File: config.mk
export PLATFORM = sky130hd
export DESIGN_NAME = hdx_turnoff_ctl
export DESIGN_NICKNAME = d
export VERILOG_FILES = /design/src/rtl/hdx_pkg.sv /design/src/rtl/hdx_seg_timer.sv /design/src/rtl/hdx_hold_timer.sv /design/src/rtl/hdx_rx_clamp.sv /design/src/rtl/hdx_turnoff_ctl.sv
export SDC_FILE = /design/constraint.sdc
export NUM_CORES = 1
export LEC_CHECK = 0
export BUFFER_PORTS_ARGS = -buffer_cell sky130_fd_sc_hd__clkbuf_2
export CORE_MARGIN = 2
export CORE_UTILIZATION = 41
export CTS_CLUSTER_SIZE = 28
export DETAILED_ROUTE_END_ITERATION = 12
export SYNTH_ARGS = -nofsm -noshare
export SYNTH_HDL_FRONTEND = slang
export SYNTH_HIERARCHICAL = 1
export SYNTH_SLANG_ARGS = --single-unit
File: constraint.sdc
create_clock -name clk -period 6.6 [get_ports clk]
set_clock_uncertainty 0.1 [all_clocks]
set_input_delay 1.32 -clock clk [delete_from_list [all_inputs] [get_ports clk]]
set_output_delay 1.32 -clock clk [all_outputs]
set_load 0.05 [all_outputs]
File: src/rtl/hdx_pkg.sv
`timescale 1ns/1ps
package hdx_pkg;

    typedef enum logic [2:0] {
        ST_IDLE     = 3'd0,
        ST_TRAIN    = 3'd1,
        ST_DATA     = 3'd2,
        ST_TURNOFF_A = 3'd3,
        ST_TURNOFF_B = 3'd4,
        ST_HOLDOFF  = 3'd5
    } ctl_state_e;

    typedef struct packed {
        ctl_state_e st;
        logic       rts_prev;
    } ctl_regs_s;

endpackage

File: src/rtl/hdx_seg_timer.sv
`timescale 1ns/1ps
module hdx_seg_timer #(
    parameter int W = 5
) (
    input  logic         clk,
    input  logic         rst_n,
    input  logic         clr_i,
    input  logic         tick_i,
    output logic [W-1:0] cnt_o
);
    logic [W-1:0] cnt_d, cnt_q;

    always_comb begin
        cnt_d = cnt_q;
        if (clr_i)       cnt_d = '0;
        else if (tick_i) cnt_d = cnt_q + W'(1);
    end

    always_ff @(posedge clk or negedge rst_n) begin
        if (!rst_n) cnt_q <= '0;
        else        cnt_q <= cnt_d;
    end

    assign cnt_o = cnt_q;
endmodule

File: src/rtl/hdx_hold_timer.sv
`timescale 1ns/1ps
module hdx_hold_timer #(
    parameter int LOAD_VAL = 150,
    localparam int W = $clog2(LOAD_VAL + 1)
) (
    input  logic clk,
    input  logic rst_n,
    input  logic load_i,
    input  logic tick_i,
    output logic busy_o
);
    logic [W-1:0] rem_d, rem_q;

    always_comb begin
        rem_d = rem_q;
        if (load_i)                        rem_d = W'(LOAD_VAL);
        else if (tick_i && rem_q != '0)    rem_d = rem_q - W'(1);
    end

    always_ff @(posedge clk or negedge rst_n) begin
        if (!rst_n) rem_q <= '0;
        else        rem_q <= rem_d;
    end

    assign busy_o = (rem_q != '0);
endmodule

File: src/rtl/hdx_rx_clamp.sv
`timescale 1ns/1ps
module hdx_rx_clamp (
    input  logic clamp_i,
    input  logic rxd_raw_i,
    input  logic dcd_raw_i,
    output logic rxd_o,
    output logic dcd_o
);
    always_comb begin
        rxd_o = clamp_i ? 1'b1 : rxd_raw_i;
        dcd_o = clamp_i ? 1'b0 : dcd_raw_i;
    end
endmodule

File: src/rtl/hdx_turnoff_ctl.sv
`timescale 1ns/1ps
module hdx_turnoff_ctl #(
    parameter int SEG_A_MS = 8,
    parameter int SEG_B_MS = 20,
    parameter int HOLD_MS  = 150
) (
    input  logic clk,
    input  logic rst_n,
    input  logic rts_i,
    input  logic two_wire_i,
    input  logic holdoff_en_i,
    input  logic train_done_i,
    input  logic rxd_raw_i,
    input  logic dcd_raw_i,
    input  logic ms_tick_i,
    output logic tx_en_o,
    output logic ones_sel_o,
    output logic rxd_o,
    output logic dcd_o,
    output logic cts_o
);
    import hdx_pkg::*;

    localparam int SEG_MAX = (SEG_A_MS > SEG_B_MS) ? SEG_A_MS : SEG_B_MS;
    localparam int SEG_W   = $clog2(SEG_MAX + 1);
    localparam logic [SEG_W-1:0] A_LAST = SEG_W'(SEG_A_MS - 1);
    localparam logic [SEG_W-1:0] B_LAST = SEG_W'(SEG_B_MS - 1);

    ctl_regs_s        ctl_d, ctl_q;
    logic [SEG_W-1:0] seg_cnt;
    logic             seg_clr;
    logic             hold_busy;
    logic             rts_fall;
    logic             clamp;

    assign rts_fall = ctl_q.rts_prev && !rts_i;

    always_comb begin
        ctl_d          = ctl_q;
        ctl_d.rts_prev = rts_i;
        case (ctl_q.st)
            ST_IDLE: begin
                if (rts_i) ctl_d.st = ST_TRAIN;
            end
            ST_TRAIN: begin
                if (!rts_i)            ctl_d.st = ST_TURNOFF_A;
                else if (train_done_i) ctl_d.st = ST_DATA;
            end
            ST_DATA: begin
                if (!rts_i) ctl_d.st = ST_TURNOFF_A;
            end
            ST_TURNOFF_A: begin
                if (ms_tick_i && seg_cnt == A_LAST) ctl_d.st = ST_TURNOFF_B;
            end
            ST_TURNOFF_B: begin
                if (ms_tick_i && seg_cnt == B_LAST)
                    ctl_d.st = (two_wire_i && holdoff_en_i && hold_busy)
                               ? ST_HOLDOFF : ST_IDLE;
            end
            ST_HOLDOFF: begin
                if (rts_i)           ctl_d.st = ST_TRAIN;
                else if (!hold_busy) ctl_d.st = ST_IDLE;
            end
            default: ctl_d.st = ST_IDLE;
        endcase
        seg_clr = (ctl_d.st != ctl_q.st) ||
                  !(ctl_q.st == ST_TURNOFF_A || ctl_q.st == ST_TURNOFF_B);
    end

    always_ff @(posedge clk or negedge rst_n) begin
        if (!rst_n) ctl_q <= '{st: ST_IDLE, rts_prev: 1'b0};
        else        ctl_q <= ctl_d;
    end

    hdx_seg_timer #(.W(SEG_W)) u_seg (
        .clk    (clk),
        .rst_n  (rst_n),
        .clr_i  (seg_clr),
        .tick_i (ms_tick_i),
        .cnt_o  (seg_cnt)
    );

    hdx_hold_timer #(.LOAD_VAL(HOLD_MS)) u_hold (
        .clk    (clk),
        .rst_n  (rst_n),
        .load_i (rts_fall),
        .tick_i (ms_tick_i),
        .busy_o (hold_busy)
    );

    assign clamp = two_wire_i &&
                   (rts_i || ctl_q.rts_prev || (holdoff_en_i && hold_busy));

    hdx_rx_clamp u_clamp (
        .clamp_i   (clamp),
        .rxd_raw_i (rxd_raw_i),
        .dcd_raw_i (dcd_raw_i),
        .rxd_o     (rxd_o),
        .dcd_o     (dcd_o)
    );

    assign tx_en_o    = (ctl_q.st == ST_TRAIN) || (ctl_q.st == ST_DATA) ||
                        (ctl_q.st == ST_TURNOFF_A);
    assign ones_sel_o = (ctl_q.st == ST_TURNOFF_A);
    assign cts_o      = (ctl_q.st == ST_DATA);
endmodule

==> impl_metrics.yaml <==
cells_and_area:
  finalNonFillerCells: 152
  area_growth_pct: 9.655
  layout.nets: 134
  regArea_sq_um: 425.4
  n_antenna_cell: 0
  nFillCells: 246
  fin_util_pct: 47.75
  final_cell_mix: "dfrtp_1 (17), clkbuf_2 (13), nor2_1 (12)"
  final_common_cell: "dfrtp_1"
  multiInputGateArea_sq_um: 620.6
  drive_gt1_share_pct: 25.41
clock_tree:
  cts_tree: "built"
  cts.htree.levels: 1
  max-clock-path-buffers: 2
  cts_resized: 0
  cts_setup_buffers: 0
  clkSlewWorstSetupHoldPaths_ns: 0.10
  ctsHoldBuffers: 0
  numCtsBuffers: 3
  clock_latency_ns: 0.29
  clock-sinks: 17
  cts_root_buffer: "clkbuf_4"
flow_run:
  maxCapViolCount: 0
routing:
  wl_um: 2028
  drt_iter0_markers: 19
  antenna_left: 0
  vias_per_cell: 5.612
  wl_per_cell_um: 13.34
  drc: 0
  via_count: 853
  first_pass_iters: 4
critical_path:
  critPathCaptureType: "primary output"
  cp.required_ns: 5.18
  ff2ff_path_depth: 7
  cp_max_fo: 6
  critical_path.startpoint_type: "flop"
  crit_end: "dcd_o"
  regToRegEndpoint: "ctl_q[3]"
  r2r_slack_ns: 4.28
  crit_start: "u_hold/rem_q[0]"
  r2r_start: "u_hold/rem_q[0]"
  arrival_ns: 2.51
  critPathKind: "flop to primary output"
power_and_ir_drop:
  leakage_nw: 0.4780
  vdd_drop_max_v: 0.0001816
  combPwrFrac_pct: 40.4
  clkPwrFrac_pct: 15.6
  p_switching_w: 0.0001551
  internal_power_w: 0.0002125
  switching_share_pct: 42.20
  p_seq_share_pct: 44.0
  cellPowerDensity_nw_per_um2: 308.0
timing:
  relSlewSlack_pct: 47.00
  final_hold_viol_count: 0
  totalNegativeSetupSlack_ns: 0
  tightest_slew_ns: 0.7934
  setup_ws_ns: 2.673
  max_freq_ghz: 0.2546
  rsz0062_at_grt: "false"
  fin_crit_sh_pct: 59.51
  fin_crit_ns: 3.927
  final_max_slew_viol_count: 0
  finalSetupViolCount: 0
yosys:
  netlist-cell-type-count: 47
  synth_area_per_cell_sq_um: 9.987
  syn_nets: 120
  synth_seq_cells: 17
  synth-async-reset-ratio_pct: 100.0
  ys.flop_type: "dfrtp_1"
  ys_warn_count: 6
  yosysSeqAreaShare_pct: 39.08
  syn_area_sq_um: 1089
  synth_edf_count: 0
  synthCells: 109
place:
  dp_hpwl_um: 1485
  place_congestion: 0.7188
  placed_cells: 148
  dp_slack_ns: 2.953
  port_buffers: 13
grt:
  grtUsageTotal_pct: 13.90
  grt_antenna_before_repair: 0
  grt_max_degree: 18
  gr-total-overflow: 0
  grt_pass1_wl_um: 3463
  first_global_vias: 776
floorplanning:
  die_area_sq_um: 3083
  ios: 14
  die_w_um: 55.53
  fp-row-count: 18
  core-area_sq_um: 2500
  start_util_pct: 43.54
  chipHeight_um: 55.53
min_path:
  hold_class: "flop to flop"
outcome:
  status: "finished, final reports clean"
state kept, by name (all words and copies together), names as in the netlist:
| register | flops |
|---|---|
| ctl_q | 4 |
| u_hold/rem_q | 8 |
| u_seg/cnt_o | 5 |
critical path, cell delays in order, from the launching register on:
cell	delay, ns
dfrtp_1	0.40
inv_1	0.08
ha_1	0.19
nor3b_1	0.52
nand2_1	0.21
a211oi_1	0.27
nor2b_1	0.08
and2b_2	0.20
clkbuf_2	0.26
cells in the mapped netlist (2+ instances only):
master    instances  share of area, %
nor3b_1           2               1.4
a211oi_1          2               1.4
ha_1              2               2.3
buf_4             2               1.4
a21oi_1           6               2.8
mux2i_1           3               2.8
nor2b_1           7               4.0
o21ai_0           5               2.3
nand4_1           2               1.1
nor2_1           12               4.1
nand4b_1          3               2.4
inv_1             5               1.7
mux2_2            2               2.1
dfrtp_1          17                39
nand2_1           3               1.0
or4_1             2               1.4
nand3b_1          4               2.8
logic make-up after synthesis:
logic type,share of synthesized area (%)
and+or+nand+nor,30.35
buffers and inverters,3.907
xor gates and xnor gates,0.8047
adders and majority gates,2.298
DFF,39.08
muxes,7.241
AOI/OAI and AO/OA,16.32
how the worst min path moves through the flow:
stage / startpoint / depth (start not counted) / endpoint / slack (ns)
finish: ctl_q[3] / 1 / ctl_q[2] / 0.47
detailed placement: u_hold/rem_q[2] / 2 / u_hold/rem_q[2] / 0.44
global placement: u_hold/rem_q[2] / 2 / u_hold/rem_q[2] / 0.43
floorplan: u_hold/rem_q[2] / 2 / u_hold/rem_q[2] / 0.39
CTS: u_hold/rem_q[2] / 2 / u_hold/rem_q[2] / 0.47
global route: ctl_q[3] / 1 / ctl_q[2] / 0.50
layout make-up:
cell class | instances | area share (%)
timing repair buffer | 13 | 5.451
clock buffer | 4 | 2.201
tap | 30 | 3.145
multi-input combinational | 83 | 51.99
sequential | 17 | 35.64
inverter | 5 | 1.572
power groups by stage:
| stage | registers, W | logic, W | clock network [W] |
|---|---|---|---|
| floorplan | 0.000148 | 0.000131 | 0 |
| global placement | 0.000162 | 0.000143 | 0 |
| detailed placement | 0.000164 | 0.000149 | 0 |
| CTS | 0.000162 | 0.000149 | 0.0000596 |
| global route | 0.000168 | 0.000163 | 0.0000638 |
| finish | 0.000162 | 0.000148 | 0.0000573 |
stage by stage:
stage          hold slack, ns  area, sq um  power (W)
3_5_place_dp           0.4390         1167  0.0003122
4_1_cts                0.4685         1194  0.0003703
5_1_grt                0.4986         1194  0.0003945
6_report               0.4732         1194  0.0003677
3_3_place_gp           0.4298         1167  0.0003050
2_1_floorplan          0.3940         1089  0.0002790
metal layers:
metal / share of wire (%) / wire length (um) / GRT usage (%)
met1: 50 / 1017 / 20.50
met4: 0.94 / 19 / 5.226
met2: 44 / 902 / 19.73
met5: 0 / 0 / 0
met3: 4.3 / 88 / 3.044
(Power assumes the default switching activity.)
